**src/rtl/otp_vote_pkg.sv**
```systemverilog
package otp_vote_pkg;
  typedef logic [7:0] byte_t;

  typedef enum logic [2:0] {
    S_IDLE,
    S_FETCH,
    S_WAIT,
    S_VOTE,
    S_SIZE,
    S_FIN
  } dec_state_t;

  typedef enum logic [1:0] {
    P_MODES,
    P_REGS,
    P_ENTRY
  } dec_phase_t;
endpackage

```
**src/rtl/copy_gather.sv**
```systemverilog
module copy_gather #(
  parameter int REPEAT = 8,
  parameter int W      = 8
) (
  input  logic                         clk,
  input  logic                         rst,
  input  logic                         valid,
  input  logic [W-1:0]                 din,
  output logic [REPEAT-1:0][W-1:0]     copies,
  output logic                         full
);
  localparam int CW = $clog2(REPEAT);

  logic [CW-1:0] idx;

  always_ff @(posedge clk) begin
    if (rst) begin
      idx    <= '0;
      full   <= 1'b0;
      copies <= '0;
    end else begin
      full <= 1'b0;
      if (valid) begin
        copies[idx] <= din;
        if (idx == CW'(REPEAT - 1)) begin
          idx  <= '0;
          full <= 1'b1;
        end else begin
          idx <= idx + 1'b1;
        end
      end
    end
  end
endmodule

```
**src/rtl/copy_vote.sv**
```systemverilog
module copy_vote #(
  parameter int REPEAT = 8,
  parameter int W      = 8
) (
  input  logic [REPEAT-1:0][W-1:0] copies,
  output logic                     ok,
  output logic [W-1:0]             val
);
  localparam int HALF = REPEAT / 2;

  int cnt;

  always_comb begin
    ok  = 1'b0;
    val = '0;
    cnt = 0;
    // descending scan so that the lowest accepted candidate is kept last
    for (int i = HALF - 1; i >= 0; i--) begin
      cnt = 0;
      for (int j = i + 1; j < REPEAT; j++) begin
        if (copies[j] == copies[i]) cnt = cnt + 1;
      end
      if (cnt > HALF) begin
        ok  = 1'b1;
        val = copies[i];
      end
    end
  end
endmodule

```
**src/rtl/otp_vote_decoder.sv**
```systemverilog
module otp_vote_decoder
  import otp_vote_pkg::*;
#(
  parameter int ADDR_W = 10,
  parameter int TBL_AW = 6,
  parameter int REPEAT = 8
) (
  input  logic              clk,
  input  logic              rst,
  input  logic              start,
  output logic [ADDR_W-1:0] rd_addr,
  input  logic [7:0]        rd_data,
  output logic [7:0]        nmodes,
  output logic [7:0]        nregs,
  output logic              tbl_we,
  output logic [TBL_AW-1:0] tbl_addr,
  output logic [7:0]        tbl_data,
  output logic              done,
  output logic              error
);
  localparam int CW        = $clog2(REPEAT);
  localparam int HALF      = REPEAT / 2;
  localparam int TBL_DEPTH = 1 << TBL_AW;
  localparam int HDR_BYTES = 2 * REPEAT;

  dec_state_t              state;
  dec_phase_t              phase;
  logic [CW-1:0]           k;
  logic [ADDR_W-1:0]       addr_acc;
  logic [ADDR_W-1:0]       stride;
  logic                    rd_v;
  logic                    dat_v;
  logic [15:0]             setsize;
  logic [15:0]             ent;
  logic                    inv;
  logic [15:0]             prod;

  logic [REPEAT-1:0][7:0]  copies;
  logic                    full;
  logic                    vote_ok;
  byte_t                   vote_val;

  copy_gather #(.REPEAT(REPEAT), .W(8)) gather_i (
    .clk    (clk),
    .rst    (rst),
    .valid  (dat_v),
    .din    (rd_data),
    .copies (copies),
    .full   (full)
  );

  copy_vote #(.REPEAT(REPEAT), .W(8)) vote_i (
    .copies (copies),
    .ok     (vote_ok),
    .val    (vote_val)
  );

  assign prod = 16'(nmodes) * 16'(nregs);

  function automatic logic [ADDR_W-1:0] entry_base(input logic [15:0] e,
                                                   input logic inv_sel,
                                                   input logic [15:0] ss);
    logic [ADDR_W-1:0] b;
    b = ADDR_W'(HDR_BYTES) + ADDR_W'(e);
    if (inv_sel) b = b + ADDR_W'(ss);
    return b;
  endfunction

  always_ff @(posedge clk) begin
    if (rst) begin
      state    <= S_IDLE;
      phase    <= P_MODES;
      k        <= '0;
      addr_acc <= '0;
      stride   <= '0;
      rd_addr  <= '0;
      rd_v     <= 1'b0;
      dat_v    <= 1'b0;
      setsize  <= '0;
      ent      <= '0;
      inv      <= 1'b0;
      nmodes   <= '0;
      nregs    <= '0;
      tbl_we   <= 1'b0;
      tbl_addr <= '0;
      tbl_data <= '0;
      done     <= 1'b0;
      error    <= 1'b0;
    end else begin
      rd_v   <= 1'b0;
      dat_v  <= rd_v;
      tbl_we <= 1'b0;
      done   <= 1'b0;
      error  <= 1'b0;
      case (state)
        S_IDLE: begin
          if (start) begin
            phase    <= P_MODES;
            nmodes   <= '0;
            nregs    <= '0;
            addr_acc <= '0;
            stride   <= ADDR_W'(1);
            k        <= '0;
            state    <= S_FETCH;
          end
        end
        S_FETCH: begin
          rd_addr  <= addr_acc;
          rd_v     <= 1'b1;
          addr_acc <= addr_acc + stride;
          k        <= k + 1'b1;
          if (k == CW'(REPEAT - 1)) state <= S_WAIT;
        end
        S_WAIT: begin
          if (full) state <= S_VOTE;
        end
        S_VOTE: begin
          case (phase)
            P_MODES: begin
              if (vote_ok) begin
                nmodes   <= vote_val;
                phase    <= P_REGS;
                addr_acc <= ADDR_W'(REPEAT);
                k        <= '0;
                state    <= S_FETCH;
              end else begin
                error <= 1'b1;
                state <= S_IDLE;
              end
            end
            P_REGS: begin
              if (vote_ok) begin
                nregs <= vote_val;
                state <= S_SIZE;
              end else begin
                error <= 1'b1;
                state <= S_IDLE;
              end
            end
            default: begin
              if (vote_ok) begin
                tbl_we   <= 1'b1;
                tbl_addr <= ent[TBL_AW-1:0];
                tbl_data <= inv ? ~vote_val : vote_val;
                if (ent == setsize - 16'd1) begin
                  state <= S_FIN;
                end else begin
                  ent      <= ent + 16'd1;
                  inv      <= 1'b0;
                  addr_acc <= entry_base(ent + 16'd1, 1'b0, setsize);
                  k        <= '0;
                  state    <= S_FETCH;
                end
              end else if (!inv) begin
                inv      <= 1'b1;
                addr_acc <= entry_base(ent, 1'b1, setsize);
                k        <= '0;
                state    <= S_FETCH;
              end else begin
                error <= 1'b1;
                state <= S_IDLE;
              end
            end
          endcase
        end
        S_SIZE: begin
          setsize <= prod;
          if (prod == 16'd0) begin
            done  <= 1'b1;
            state <= S_IDLE;
          end else if (prod > 16'(TBL_DEPTH)) begin
            error <= 1'b1;
            state <= S_IDLE;
          end else begin
            phase    <= P_ENTRY;
            ent      <= '0;
            inv      <= 1'b0;
            stride   <= ADDR_W'({prod, 1'b0});
            addr_acc <= ADDR_W'(HDR_BYTES);
            k        <= '0;
            state    <= S_FETCH;
          end
        end
        S_FIN: begin
          done  <= 1'b1;
          state <= S_IDLE;
        end
        default: state <= S_IDLE;
      endcase
    end
  end

  // ---------------- assertions ----------------
  logic [REPEAT-1:0] eq_win;
  always_comb begin
    for (int i = 0; i < REPEAT; i++) eq_win[i] = (copies[i] == vote_val);
  end

  a_r11_pulse_excl: assert property (@(posedge clk) disable iff (rst)
    $onehot0({done, error, tbl_we}));

  a_r8_addr_in_range: assert property (@(posedge clk) disable iff (rst)
    tbl_we |-> ({{(16-TBL_AW){1'b0}}, tbl_addr} < setsize));

  a_r4_vote_strength: assert property (@(posedge clk) disable iff (rst)
    (state == S_VOTE && vote_ok) |-> ($countones(eq_win) >= HALF + 2));

  a_r3_read_latency: assert property (@(posedge clk) disable iff (rst)
    full |-> $past(rd_v, 2));

  a_r11_done_then_quiet: assert property (@(posedge clk) disable iff (rst)
    done |=> (!tbl_we && !error));
endmodule

```
**config.mk**
```make
export PLATFORM = sky130hd
export DESIGN_NAME = otp_vote_decoder
export DESIGN_NICKNAME = d
export VERILOG_FILES = /design/src/rtl/otp_vote_pkg.sv /design/src/rtl/copy_gather.sv /design/src/rtl/copy_vote.sv /design/src/rtl/otp_vote_decoder.sv
export SDC_FILE = /design/constraint.sdc
export NUM_CORES = 1
export LEC_CHECK = 0
export BUFFER_PORTS_ARGS = -buffer_cell sky130_fd_sc_hd__buf_2
export CAP_MARGIN = 20
export CORE_MARGIN = 2
export CORE_UTILIZATION = 55
export DETAILED_ROUTE_END_ITERATION = 6
export PLACE_DENSITY = 0.76
export SLEW_MARGIN = 0
export SYNTH_ARGS = -nofsm -noshare
export SYNTH_HDL_FRONTEND = slang
export SYNTH_HIERARCHICAL = 1
export SYNTH_SLANG_ARGS = --single-unit
```
**constraint.sdc**
```tcl
create_clock -name clk -period 19.75 [get_ports clk]
set_clock_uncertainty 0.1 [all_clocks]
set_input_delay 2.9625 -clock clk [delete_from_list [all_inputs] [get_ports clk]]
set_output_delay 2.9625 -clock clk [all_outputs]
set_load 0.03 [all_outputs]
```
After elaboration in Yosys (flattened, before gate mapping)
Index checks and enable logic that the tools add are counted. W data, S select, Z words.

Register bits: 174. Output and inout port bits: 43.

Multipliers: 1. Add/subtract/negate cells: 26. Multiplexer cells: 105. Magnitude comparators: 7. Bitwise operators: 4. Equality and inequality tests: 46. Reduce and logical (&&, ||, !) cells: 21.

Operator list (number): $mux W32 (18); $add A32 B2 Y32 const B (14); $eq A8 B8 Y1 (22); $gt A32 B4 Y1 const B (4); $mux W10 (10); $mux W16 (5); $mux W8 (10); $bwmux W64 (1); $mux W3 (14); $pmux W10 S2 (2); $pmux W10 S4 (1); $pmux W16 S2 (1); $pmux W8 S2 (2); $mux W1 (27); $demux W8 S3 (1); $add A10 B10 Y10 (2); $add A5 B10 Y10 const A (2); $ne A2 B2 Y1 const B (9); $add A16 B1 Y16 const B (1); $eq A16 B16 Y1 (1); $gt A16 B7 Y1 const B (1); $logic_not A16 Y1 (1); $mul A8 B8 Y16 (1); $sub A16 B1 Y16 const B (1); other kinds (33) (59).

Logic depth before layout (Yosys ltp)
Gate-level depths: netlist (run 1).

Depth after elaboration: 19. Gate-level depth with buffers: 30. Gate-level depth less buffers: 28.

By module
Netlist (run 1), hierarchy kept.

By module, submodules not included: otp_vote_decoder (instances 1, area each 8236.6 um^2, cells an instance 1007); copy_vote (instances 1, area each 3819.9 um^2, cells an instance 473); copy_gather (instances 1, area each 2751.4 um^2, cells an instance 250).

Least setup slack after synthesis (run 1)
OpenSTA, ideal clock, no wires.

Kind: flip-flop to flip-flop. Start: register gather_i/copies[9] (netlist bit). End: register addr_acc[0]. Data arrival time: 6.111 ns. Cell stages (with the launch flop): 29. Library setup time: 0.070 ns. Clock period less this slack: 6.281 ns. Path buffers: 2. Required time: 19.580 ns. Path slack: 13.469 ns. Cells stage by stage: dfxtp_1 > buf_4 > xor2_1 > nor4_2 > nand2_1 > inv_1 > ha_1 > inv_1 > xnor3_2 > inv_1 > ha_1 > or2_1 > and2_1 > ha_1 > mux2_2 > o21a_2 > ha_1 > xnor3_1 > nand2_1 > o21ai_1 > nor4_4 > nand4_1 > inv_1 > clkbuf_1 > a21oi_1 > nor3_1 > a21oi_1 > or3_1 > a21oi_1.

Longest elaborated chain between the ends: 19. Elaborated cells between the ends (all ways): 42. Those cells by class: 11 x add/sub; 2 x order compare; 10 x eq/ne; 18 x mux; 1 x reduce/logical.

Ends and longest elaborated chain: start: declaration (line copy_gather.sv:9) `output logic [REPEAT-1:0][W-1:0] copies,`; start signal: indexed assignment (line copy_gather.sv:24) `copies[idx] <= din;`; $eq A8 B8 Y1 (line copy_vote.sv:21) `if (copies[j] == copies[i]) cnt = cnt + 1;`; $mux W1 (line copy_vote.sv:21); $add A1 B1 Y2 (line copy_vote.sv:21); $mux W32 (line copy_vote.sv:21); $add A32 B2 Y32 (line copy_vote.sv:21); $mux W32 (line copy_vote.sv:21); $add A32 B2 Y32 (line copy_vote.sv:21); $mux W32 (line copy_vote.sv:21); (+4 left out); $add A32 B2 Y32 (line copy_vote.sv:21); $mux W32 (line copy_vote.sv:21); $gt A32 B4 Y1 (line copy_vote.sv:23) `if (cnt > HALF) begin`; $mux W1 (*) (line copy_vote.sv:23); named net vote_ok (line otp_vote_decoder.sv:40) `logic vote_ok;`; $mux W10 (line otp_vote_decoder.sv:141) `if (vote_ok) begin`; $pmux W10 S2 (line otp_vote_decoder.sv:118) `case (phase)`; $pmux W10 S4 (line otp_vote_decoder.sv:95) `case (state)`; end signal: assignment (line otp_vote_decoder.sv:110) `addr_acc <= addr_acc + stride;`; end signal: assignment (line otp_vote_decoder.sv:123) `addr_acc <= ADDR_W'(REPEAT);`; end signal: assignment (line otp_vote_decoder.sv:150) `addr_acc <= entry_base(ent + 16'd1, 1'b0, setsize);`; end: declaration (line otp_vote_decoder.sv:29) `logic [ADDR_W-1:0] addr_acc;`.

Mark *: on every way through the listed nets, which the timed path passes. The rest lies on a longest branch. A chain may end at the register's enable or synchronous reset.

Worst setup path after layout (run 1)
Start: register gather_i/copies[21] (netlist bit). End: register k[2].

Longest elaborated chain between the ends: 18. Elaborated cells between the ends (all ways): 51. Those cells by class: 14 x add/sub; 3 x order compare; 10 x eq/ne; 23 x mux; 1 x reduce/logical.

Ends and longest elaborated chain: parallel branches: the longest is 14 deep, another holds $add A32 B2 Y32; $mux W1 (*) (line copy_vote.sv:23); named net vote_ok (line otp_vote_decoder.sv:40); $mux W3 (line otp_vote_decoder.sv:141); $pmux W3 S2 (line otp_vote_decoder.sv:118); $pmux W3 S4 (line otp_vote_decoder.sv:95); end signal: assignment (line otp_vote_decoder.sv:111) `k <= k + 1'b1;`; end: declaration (line otp_vote_decoder.sv:28) `logic [CW-1:0] k;`.

Mark *: on every way through the listed nets, which the timed path passes.

==> impl_results.md, run 1 <==
* Die Y at about 170 um
* Number of global-route vias before repair at 11500
* Clock Sinks at 174
* Reg clk slew, reported paths at approximately 80 ps
* H-Tree Depth at 4
* Worst-margin pin slew at 958 ps
* Worst-Skew Late Latency at ~450 ps
* RSZ-0062 raised after global routing: no
* Synth area leader: dfxtp_1
* Final hold vios at 0
* Clock Tree Root: clkbuf_16
* Multi-input logic area at 10300 um2
* Synth Cell Area at about 15000 um2
* Antenna violations before repair at 1
* Antenna Nets Post-Route at 0
* First-pass GRT wire length at 61.1 mm
* Max-capacitance violation count at 0
* EDFF count, synth at 0
* Netlist cell types at 93
* Leakage at 0.00725 uW
* Status: finished, violations left
* Power share of the combinational group at 27.5%
* Core area at 26700 um2
* Fin. max-slew vios at 0
* Placed inst area at ~15000 um2
* Simple-Gate Fraction of Synth Area at a little over a fifth
* Fin nets at 1827
* Cell with the most instances after synthesis: dfxtp_1
* Num CTS Buffers at 17
* Setup crit end kind: register
* Placed Instances at 2014
* Vias after detailed routing at 12000
* Yosys top cell area share at a little under a quarter
* Layout cells sized above 1 at 9.15%
* Finished Layout Cells at between 2000 and 2500
* P&R area growth vs syn at 4.66%
* IO Port Bufs at between 50 and 60
* Die area at 28300 um2
* Cell family with most CP delay: simple AND/OR/NAND/NOR gates
* Min Tclk post-route at 7550 ps
* Most frequently used flop master after synthesis: dfxtp_1
* CP peak stage delay at between 600 and 700 ps
* CTS tree: yes
* Ant diodes at 0
* Avg Cell Area, Syn at 8.56 um2
* Power share of the clock group at between 30% and 40%
* Gpl congestion at 1.00
* Critical Path RT at 20030 ps
* Final setup violation count at 0
* Tot GR Track Use at 27.1%
* Seq/Total Area, Yosys at 23.5%
* Hold/Removal Path Class: reg -> reg
* Kind of critical path: reg -> reg
* Failing checks: DRC
* DRC violation total after the first TritonRoute iteration at a little under 900
* Count of state elements after synthesis at between 150 and 200
* Final instance area at 15500 um2
* Cell count after synthesis at 1730
* XOR/XNOR Fraction of Synth Area at 16.1%
* Resized cells post-CTS at 0
* Internal power at 658 uW
* Mapped Nets at roughly 1900
* Final TNS setup at 0 ps
* Fillers at 2396
* Post-CTS setup buffers at 0
* CP arrival at roughly 7800 ps
* Largest net degree at the start of global routing at 82
* Via density at 5.85
* Max rail drop VDD at 0.0917 mV
* WL/cell at 18.7 um
* Asr flop ratio synth at 0%
* Post-Synth Adder-Cell Area at 12.5%
* Initial core utilization at 55.4%
* Most frequent cells after synthesis: dfxtp_1, xnor2_1, nand2_1
* Reg area at 3480 um2
* Die Wd at 168 um
* Largest family of logic cells by synthesized area: simple AND/OR/NAND/NOR gates
* Crit path max fanout at 22
* Switching share of power at 32.1%
* Top Ports at 54
* Warnings, synthesis at 6
* Row count at 60
* Gr ovfl total at 0
* CP bufs+invs at 5
* Crit start category: register
* Synth top area cells: dfxtp_1, xnor2_1, ha_1
* Pwr dens at 62.5 nW/um2
* Hold-fix buffers at CTS at 0
* Compound-Gate Fraction of Synth Area at 10.2%
* Fraction of power consumed by sequential logic at 36.7%
* First-pass DRT Iterations at 7
* Slew headroom at 35.9%
* DRC at 3
* Detailed Route WL at 38.3 mm
* Switching pwr at 311 uW
* Post-DP HPWL at just under 30 mm
* Clk buf depth at 2
* Fmax at 132 MHz
* Slowest-stage cell, CP: dfxtp_1
* Period utilization at 38.2%
* Mux share of post-synthesis cell area at 8.96%
-- area by class of cell --
type,count,area share (%)
multi-input cells,1334,66.3
inverters,104,2.52
flip-flops and latches,174,22.5
well taps,341,2.75
clock buffers,17,2.74
repair buffers,61,2.12
clock inverters,15,1.07
-- power groups by stage --
| stage | sequential [uW] | clock (uW) | combinational, uW |
|---|---|---|---|
| final | 355 | 347 | 267 |
| after global routing | 355 | 364 | 288 |
| after CTS | 355 | 350 | 265 |
| after detailed placement | 363 | 0 | 264 |
| after global placement | 363 | 0 | 265 |
| after floorplan | 361 | 0 | 216 |
-- kinds of logic (layout without fill, tap and decap cells) --
kind of cell | count (synthesis) | after routing
xor gates and xnor gates | 262 | 262
buffers and inverters | 222 | 197
muxes | 127 | 127
and+or+nand+nor | 584 | 584
DFF | 174 | 174
adders and majority gates | 125 | 125
AOI/OAI and AO/OA | 236 | 236
-- worst paths after layout --
| check | from | cells after the start | end | slack (ps) |
|---|---|---|---|---|
| setup / recovery | gather_i/copies[21] | 29 | k[2] | 12200 |
| hold reg to reg | tbl_addr[4] | 2 | tbl_addr[4] | 350 |
| setup reg to reg | gather_i/copies[21] | 29 | k[2] | 12200 |
| hold / removal | tbl_addr[4] | 2 | tbl_addr[4] | 350 |
-- cells in the final DEF (no fill, tap or decap), drive strengths merged, types with 60 or more instances in the layout --
master,n
mux2i,106
and2,60
nand2,138
inv,113
xor2,109
a21oi,96
ha,86
buf,61
nand2b,75
xnor2,150
dfxtp,174
nor2,112
-- per-layer routing --
metal	vias to the layer above	part of all wire, %	global-route usage, %
li1	5783	-	-
met1	5739	46	37.6
met2	381	46	43.9
met3	75	5.7	3.24
met4	0	3.0	9.37
met5	-	0	0
-- metrics by stage --
stage	util (%)	hold slack, ps	power (uW)	worst slack, ps
final	58.0	349	969	12200
after global routing	58.0	367	1010	11760
after CTS	58.0	353	970	12290
after detailed placement	55.8	329	628	12340
after global placement	55.8	331	628	12530
after floorplan	-	314	577	13470
-- sequential cells by signal, summed over array words and instances, names as in the netlist, 6 cells and up --
register and flops:
addr_acc 10, ent 16, gather_i/copies 64, nmodes 8
nregs 8, rd_addr 10, setsize 16, stride 10
tbl_addr 6, tbl_data 8
-- worst register-to-register path, delay by kind of cell (launching register included) --
family / cells / cell delay [ps]
simple gates: 9 / 2160
buf+inv: 5 / 1160
compound gates: 7 / 1150
xor+xnor: 3 / 1060
fa+ha+maj: 4 / 980
flops: 1 / 620
mux: 1 / 270
Power figures use the tool's default switching activity.
==> inputs of run 2 (changes only) <==
--- a/config.mk
+++ b/config.mk
@@ -10,7 +10,7 @@
 export CORE_MARGIN = 2
 export CORE_UTILIZATION = 55
 export DETAILED_ROUTE_END_ITERATION = 6
-export PLACE_DENSITY = 0.76
+export PLACE_DENSITY = 0.79
 export SLEW_MARGIN = 0
 export SYNTH_ARGS = -nofsm -noshare
 export SYNTH_HDL_FRONTEND = slang
==> constraint.sdc (replaced) <==
create_clock -name clk -period 6.3 [get_ports clk]
set_clock_uncertainty 0.1 [all_clocks]
set_input_delay 0.945 -clock clk [delete_from_list [all_inputs] [get_ports clk]]
set_output_delay 0.945 -clock clk [all_outputs]
set_load 0.03 [all_outputs]
==> run 2 against run 1 <==
The flow still finishes with violations (DRC); first-iteration DRC count is 50% higher; design area is 2.2% higher; global-route usage is 0.48 points higher; routed wire length is 3.5% higher; sequential power grew to 3.1 times the previous value; worst hold slack better by 3.0 ps; die area stayed put.
==> impl_results.md, run 2 (synthesis results as in run 1) <==
* Clock Sinks at 174 (unchanged)
* Pwr dens at 192 nW/um2 (was 62.5 nW/um2)
* Die Wd at 168 um (unchanged)
* IO Port Bufs at 53 (unchanged)
* RSZ-0062 raised after global routing: no (unchanged)
* Gr ovfl total at 0 (unchanged)
* Layout cells sized above 1 at 11.9% (was 9.15%)
* Num CTS Buffers at 17 (unchanged)
* WL/cell at 19.0 um (was 18.7 um)
* H-Tree Depth at 4 (unchanged)
* Commonest non-fill, non-tap cell in the layout: dfxtp_1 (unchanged)
* Hold-fix buffers at CTS at 0 (unchanged)
* Top reg by flops: gather_i/copies (unchanged)
* Worst-Skew Late Latency at 450 ps (about the same)
* Leakage at 0.00747 uW (was 0.00725 uW)
* Antenna Nets Post-Route at 0 (unchanged)
* Clock Tree Root: clkbuf_16 (unchanged)
* Core area at 26700 um2 (unchanged)
* Largest regs: gather_i/copies (64), ent (16), setsize (16) (unchanged)
* Die area at 28300 um2 (unchanged)
* Fmax at 167 MHz (was 132 MHz)
* Min Tclk post-route at 6000 ps (was 7550 ps)
* Initial core utilization at 55.4% (unchanged)
* Fillers at 2255 (was 2396)
* CP arrival at 6270 ps (was 7830 ps)
* Ant diodes at 0 (unchanged)
* CTS tree: yes (unchanged)
* Status: finished, violations left (unchanged)
* Final setup violation count at 0 (unchanged)
* Vias after detailed routing at 12600 (was 12000)
* Setup crit end kind: register (unchanged)
* Tot GR Track Use at 27.6% (was 27.1%)
* DRC at 1 (was 3)
* CP dominant cell by count: ha_1
* Worst-margin pin slew at 987 ps (was 958 ps)
* Die Y at 168 um (unchanged)
* Largest net degree at the start of global routing at 89 (was 82)
* Row count at 60 (unchanged)
* Max-capacitance violation count at 0 (unchanged)
* CP peak stage delay at 510 ps (was 620 ps)
* Post-DP HPWL at 29.1 mm (was 28.9 mm)
* Most frequent cells in the layout: dfxtp_1, xnor2_1, nand2_1 (unchanged)
* Clk buf depth at 2 (unchanged)
* Gpl congestion at 0.962 (was 1.00)
* Detailed Route WL at 39.7 mm (was 38.3 mm)
* Crit start category: register (unchanged)
* Crit path max fanout at 19 (was 22)
* Max reg flops at 64 (unchanged)
* Slew headroom at 34.0% (was 35.9%)
* Slowest-stage cell, CP: or4_1 (was dfxtp_1)
* First-pass DRT Iterations at 7 (unchanged)
* Top Ports at 54 (unchanged)
* Finished Layout Cells at 2088 (was 2046)
* Number of global-route vias before repair at 12000 (was 11500)
* Antenna violations before repair at 0 (was 1)
* Max rail drop VDD at 0.328 mV (was 0.0917 mV)
* P&R area growth vs syn at 6.99% (was 4.66%)
* Period utilization at 95.2% (was 38.2%)
* Critical Path RT at 6570 ps (was 20030 ps)
* Hold/Removal Path Class: reg -> reg (unchanged)
* Failing checks: DRC (unchanged)
* Via density at 6.01 (was 5.85)
* First-pass GRT wire length at 62.5 mm (was 61.1 mm)
* Placed Instances at 2054 (was 2014)
* Final hold vios at 0 (unchanged)
* Fin. max-slew vios at 0 (unchanged)
* DRC violation total after the first TritonRoute iteration at 1328 (was 883)
* Reg clk slew, reported paths at 70 ps (was 80 ps)
* Kind of critical path: reg -> reg (unchanged)
* Fin nets at 1870 (was 1827)
* Total power at 3040 uW (was 969 uW)
[run 2: layer usage]
layer	wire length, um	global-route usage, %	vias to the layer above
met4	1800	13.3	0
met3	3130	3.90	153
li1	-	-	5883
met2	18000	45.2	617
met1	16700	36.0	5903
met5	0	0	-
[run 2: layout make-up]
cell class                 instances  area [um2]  area share, %
timing repair buffer             103         643           4.06
multi-input combinational       1335       10300           65.3
sequential                       174        3490           22.0
clock inverter                    13         129          0.813
clock buffer                      18         429           2.71
tap                              341         427           2.69
inverter                         104         390           2.46
[run 2: repair_timing]
action,4_1_cts,5_1_grt
resized for setup,0,14
gates cloned,0,1
endpoints found under the setup margin,12,28
buffers inserted,0,2
pin swaps,2,7
[run 2: where the power goes]
| part | total [uW] | switching, uW | internal (uW) |
|---|---|---|---|
| clock network | 1050 | 498 | 551 |
| registers | 1110 | 6.76 | 1100 |
| logic | 884 | 467 | 417 |
[run 2: per-stage QoR]
step	worst slack, ps	area, um2	util, %	hold WS [ps]	setup TNS [ps]
floorplan	18.9	14800	-	314	0
global placement	200	15200	56.9	340	0
detailed placement	-90.0	15200	56.9	344	-470
CTS	45.1	15800	59.0	354	0
global route	19.7	15800	59.3	382	0
finish	300	15800	59.3	352	0
[run 2: final timing paths]
| kind | end | start | depth (start not counted) | slack [ps] |
|---|---|---|---|---|
| worst max-delay path | ent[14] | gather_i/copies[1] | 27 | 300 |
| worst min-delay path | rd_addr[1] | rd_addr[1] | 2 | 350 |
| worst max register to register | ent[14] | gather_i/copies[1] | 27 | 300 |
| worst min register to register | rd_addr[1] | rd_addr[1] | 2 | 350 |
[run 2: critical path, delay by kind of cell, from the launching register on]
family          cells  cell delay (ps)
simple gates       11             2300
fa+ha+maj           4             1010
buf+inv             5              590
compound gates      3              470
flops               1              350
mux                 1              270
xor+xnor            3              820
==> inputs of run 3 (changes only) <==
--- a/config.mk
+++ b/config.mk
@@ -14,5 +14,4 @@
 export SLEW_MARGIN = 0
 export SYNTH_ARGS = -nofsm -noshare
 export SYNTH_HDL_FRONTEND = slang
-export SYNTH_HIERARCHICAL = 1
 export SYNTH_SLANG_ARGS = --single-unit
==> run 3 against run 2 <==
The flow now finishes without violations; critical path depth fell by 6; die area fell by 4.1%; routed wire length fell by 4.8%; clock-buffer cell count rose by 2; worst setup slack improved by 22 ps; maximum frequency rose by 0.37%; sequential share of layout area rose by 1.1 points; worst hold slack got worse by 1.4 ps; critical path type unchanged.
==> impl_results.md, run 3 <==
* Power share of the clock group at 23.2% (was 34.5%)
* Reg clk slew, reported paths at 70 ps (about the same)
* WL/cell at 18.1 um (was 19.0 um)
* Fmax at 167 MHz (about the same)
* Seq/Total Area, Yosys at 24.6% (was 23.5%)
* Largest regs: gather_i.copies (64), ent (16), setsize (16) (was gather_i/copies (64), ent (16), setsize (16))
* Detailed Route WL at 37.8 mm (was 39.7 mm)
* Setup crit end kind: register (unchanged)
* Most frequent cells in the layout: nand2_1, dfxtp_1, a21oi_1 (was dfxtp_1, xnor2_1, nand2_1)
* Die Wd at 165 um (was 168 um)
* Clk buf depth at 2 (unchanged)
* Cell with the most instances after synthesis: nand2_1 (was dfxtp_1)
* Tot GR Track Use at 28.6% (was 27.6%)
* Number of global-route vias before repair at 11600 (was 12000)
* Cell count after synthesis at 1776 (was 1730)
* DRC at 0 (was 1)
* Leakage at 0.00683 uW (was 0.00747 uW)
* Netlist cell types at 84 (was 93)
* Hold-fix buffers at CTS at 0 (unchanged)
* Synth Cell Area at 14200 um2 (was 14800 um2)
* Max rail drop VDD at 0.337 mV (was 0.328 mV)
* CP arrival at 6200 ps (was 6270 ps)
* Clock Tree Root: clkbuf_16 (unchanged)
* Post-DP HPWL at 28.2 mm (was 29.1 mm)
* Hold/Removal Path Class: reg -> reg (unchanged)
* Layout cells sized above 1 at 10.7% (was 11.9%)
* Avg Cell Area, Syn at 7.99 um2 (was 8.56 um2)
* CP peak stage delay at 550 ps (was 510 ps)
* Internal power at 2650 uW (was 2070 uW)
* DP Worst Slack at 172 ps (was -90.0 ps)
* Count of state elements after synthesis at 174 (unchanged)
* Row count at 58 (was 60)
* Slew headroom at 29.8% (was 34.0%)
* Top reg by flops: gather_i.copies (was gather_i/copies)
* Gr ovfl total at 0 (unchanged)
* Top Ports at 54 (unchanged)
* Ant diodes at 0 (unchanged)
* Switching pwr at 1760 uW (was 972 uW)
* Slowest-stage cell, CP: fa_1 (was or4_1)
* Mapped Nets at 1911 (was 1865)
* Num CTS Buffers at 17 (unchanged)
* Largest net degree at the start of global routing at 82 (was 89)
* Fraction of power consumed by sequential logic at 25.9% (was 36.5%)
* Fin. max-slew vios at 0 (unchanged)
* Vias after detailed routing at 12400 (was 12600)
* Pwr dens at 292 nW/um2 (was 192 nW/um2)
* IO Port Bufs at 53 (unchanged)
* Initial core utilization at 56.2% (was 55.4%)
* Switching share of power at 40.0% (was 31.9%)
* CP dominant cell by count: fa_1 (was ha_1)
* Yosys top cell area share at 24.6% (was 23.5%)
* DRC violation total after the first TritonRoute iteration at 1126 (was 1328)
* First-pass DRT Iterations at 5 (was 7)
* EDFF count, synth at 0 (unchanged)
* Synth top area cells: dfxtp_1, xor2_1, xnor2_1 (was dfxtp_1, xnor2_1, ha_1)
* Fin nets at 1886 (was 1870)
* Commonest non-fill, non-tap cell in the layout: nand2_1 (was dfxtp_1)
* Max-capacitance violation count at 0 (unchanged)
* CTS tree: yes (unchanged)
* H-Tree Depth at 4 (unchanged)
* Min Tclk post-route at 5980 ps (was 6000 ps)
* Status: complete, no violations (was finished, violations left)
* Critical Path RT at 6530 ps (was 6570 ps)
* Crit path max fanout at 12 (was 19)
* Worst setup margin at 322 ps (was 300 ps)
* Kind of critical path: reg -> reg (unchanged)
* Die Y at 165 um (was 168 um)
* Final setup violation count at 0 (unchanged)
* Power share of the combinational group at 50.9% (was 29.0%)
* Most frequently used flop master after synthesis: dfxtp_1 (unchanged)
* Period utilization at 94.9% (was 95.2%)
* Final hold vios at 0 (unchanged)
* Max reg flops at 64 (unchanged)
* First-pass GRT wire length at 61.2 mm (was 62.5 mm)
* Antenna Nets Post-Route at 0 (unchanged)
* CP cell instances: and2_1 > fa_1 > fa_1 > inv_1 > fa_1 > fa_1 > inv_1 > ha_1 > a21oi_2 > o21ai_0 > a31oi_1 > buf_4 > xnor2_1 > nor3_1 > nand4_1 > and3b_2 > and3_1 > o2bb2ai_1 > a211oi_2 > nor2_4 > a22o_1
* Asr flop ratio synth at 0% (unchanged)
* Most frequent cells after synthesis: nand2_1, dfxtp_1, a21oi_1 (was dfxtp_1, xnor2_1, nand2_1)
* Synth area leader: dfxtp_1 (unchanged)
* Finished Layout Cells at 2094 (was 2088)
* Final core utilization at 59.9% (was 59.3%)
* P&R area growth vs syn at 6.61% (was 6.99%)
* Clock Sinks at 174 (unchanged)
* Gpl congestion at 0.996 (was 0.962)
* Final TNS setup at 0 ps (unchanged)
* Core area at 25300 um2 (was 26700 um2)
* Worst-Skew Late Latency at 450 ps (about the same)
* Fillers at 2221 (was 2255)
* Crit start category: register (unchanged)
* Worst-margin pin slew at 1050 ps (was 987 ps)
* Antenna violations before repair at 0 (unchanged)
* CP bufs+invs at 3 (was 5)
* Placed Instances at 2061 (was 2054)
* Via density at 5.90 (was 6.01)
* Die area at 27100 um2 (was 28300 um2)
* Warnings, synthesis at 0 (was 6)
* Cell family with most CP delay: adder cells (was simple AND/OR/NAND/NOR gates)
* WHS at 351 ps (was 352 ps)
[run 3: per-layer routing]
metal | part of all wire [%] | GRT usage [%]
met5 | 0 | 0
met4 | 2.5 | 9.01
met3 | 8.8 | 5.00
met2 | 46 | 46.6
met1 | 43 | 38.8
[run 3: timing repair]
action	4_1_cts	5_1_grt
resized for setup	0	19
endpoints found under the setup margin	0	67
hold endpoints to repair	0	0
buffers inserted	0	1
[run 3: worst register-to-register path, delay by kind of cell (launching register included)]
kind | cells | cell delay [ps]
adders and majority gates | 5 | 2340
AOI/OAI and AO/OA | 6 | 1480
and+or+nand+nor | 6 | 1210
DFF | 1 | 420
buffers and inverters | 3 | 240
xor gates and xnor gates | 1 | 90
[run 3: power groups by stage]
stage | clock [uW] | sequential, uW | combinational (uW)
after floorplan | 0 | 1150 | 1780
after global placement | 0 | 1170 | 2130
after detailed placement | 0 | 1170 | 2160
after CTS | 1030 | 1140 | 2170
after global routing | 1070 | 1150 | 2410
final | 1020 | 1140 | 2240
[run 3: metrics by stage]
| step | total power, uW | area, um2 |
|---|---|---|
| after CTS | 4340 | 15100 |
| after detailed placement | 3320 | 14500 |
| after global routing | 4630 | 15100 |
| final | 4410 | 15100 |
| after floorplan | 2930 | 14200 |
| after global placement | 3300 | 14500 |
[run 3: cell families (layout without fill, tap and decap cells)]
family | Yosys count | count (layout) | share of synthesized area [%]
AND/OR/NAND/NOR | 658 | 658 | 22.5
AO/OA/AOI/OAI | 288 | 288 | 13.0
XOR/XNOR | 270 | 270 | 17.2
buffers and inverters | 227 | 215 | 7.03
flip-flops | 174 | 174 | 24.6
adder cells (fa/ha/maj) | 125 | 125 | 13.0
multiplexers | 34 | 34 | 2.68
[run 3: worst paths after layout]
kind / endpoint / cells past startpoint / start / slack [ps]
setup / recovery: addr_acc[8] / 21 / nregs[3] / 320
hold / removal: rd_addr[3] / 2 / rd_addr[3] / 350
setup reg to reg: addr_acc[8] / 21 / nregs[3] / 320
hold reg to reg: rd_addr[3] / 2 / rd_addr[3] / 350
[run 3: final cells by class]
| type | instances | area [um2] | area share (%) |
|---|---|---|---|
| sequential | 174 | 3500 | 23.1 |
| clock inverter | 12 | 104 | 0.687 |
| multi-input combinational | 1375 | 9730 | 64.3 |
| inverter | 89 | 334 | 2.21 |
| tap | 330 | 413 | 2.73 |
| timing repair buffer | 94 | 579 | 3.83 |
| clock buffer | 20 | 467 | 3.09 |
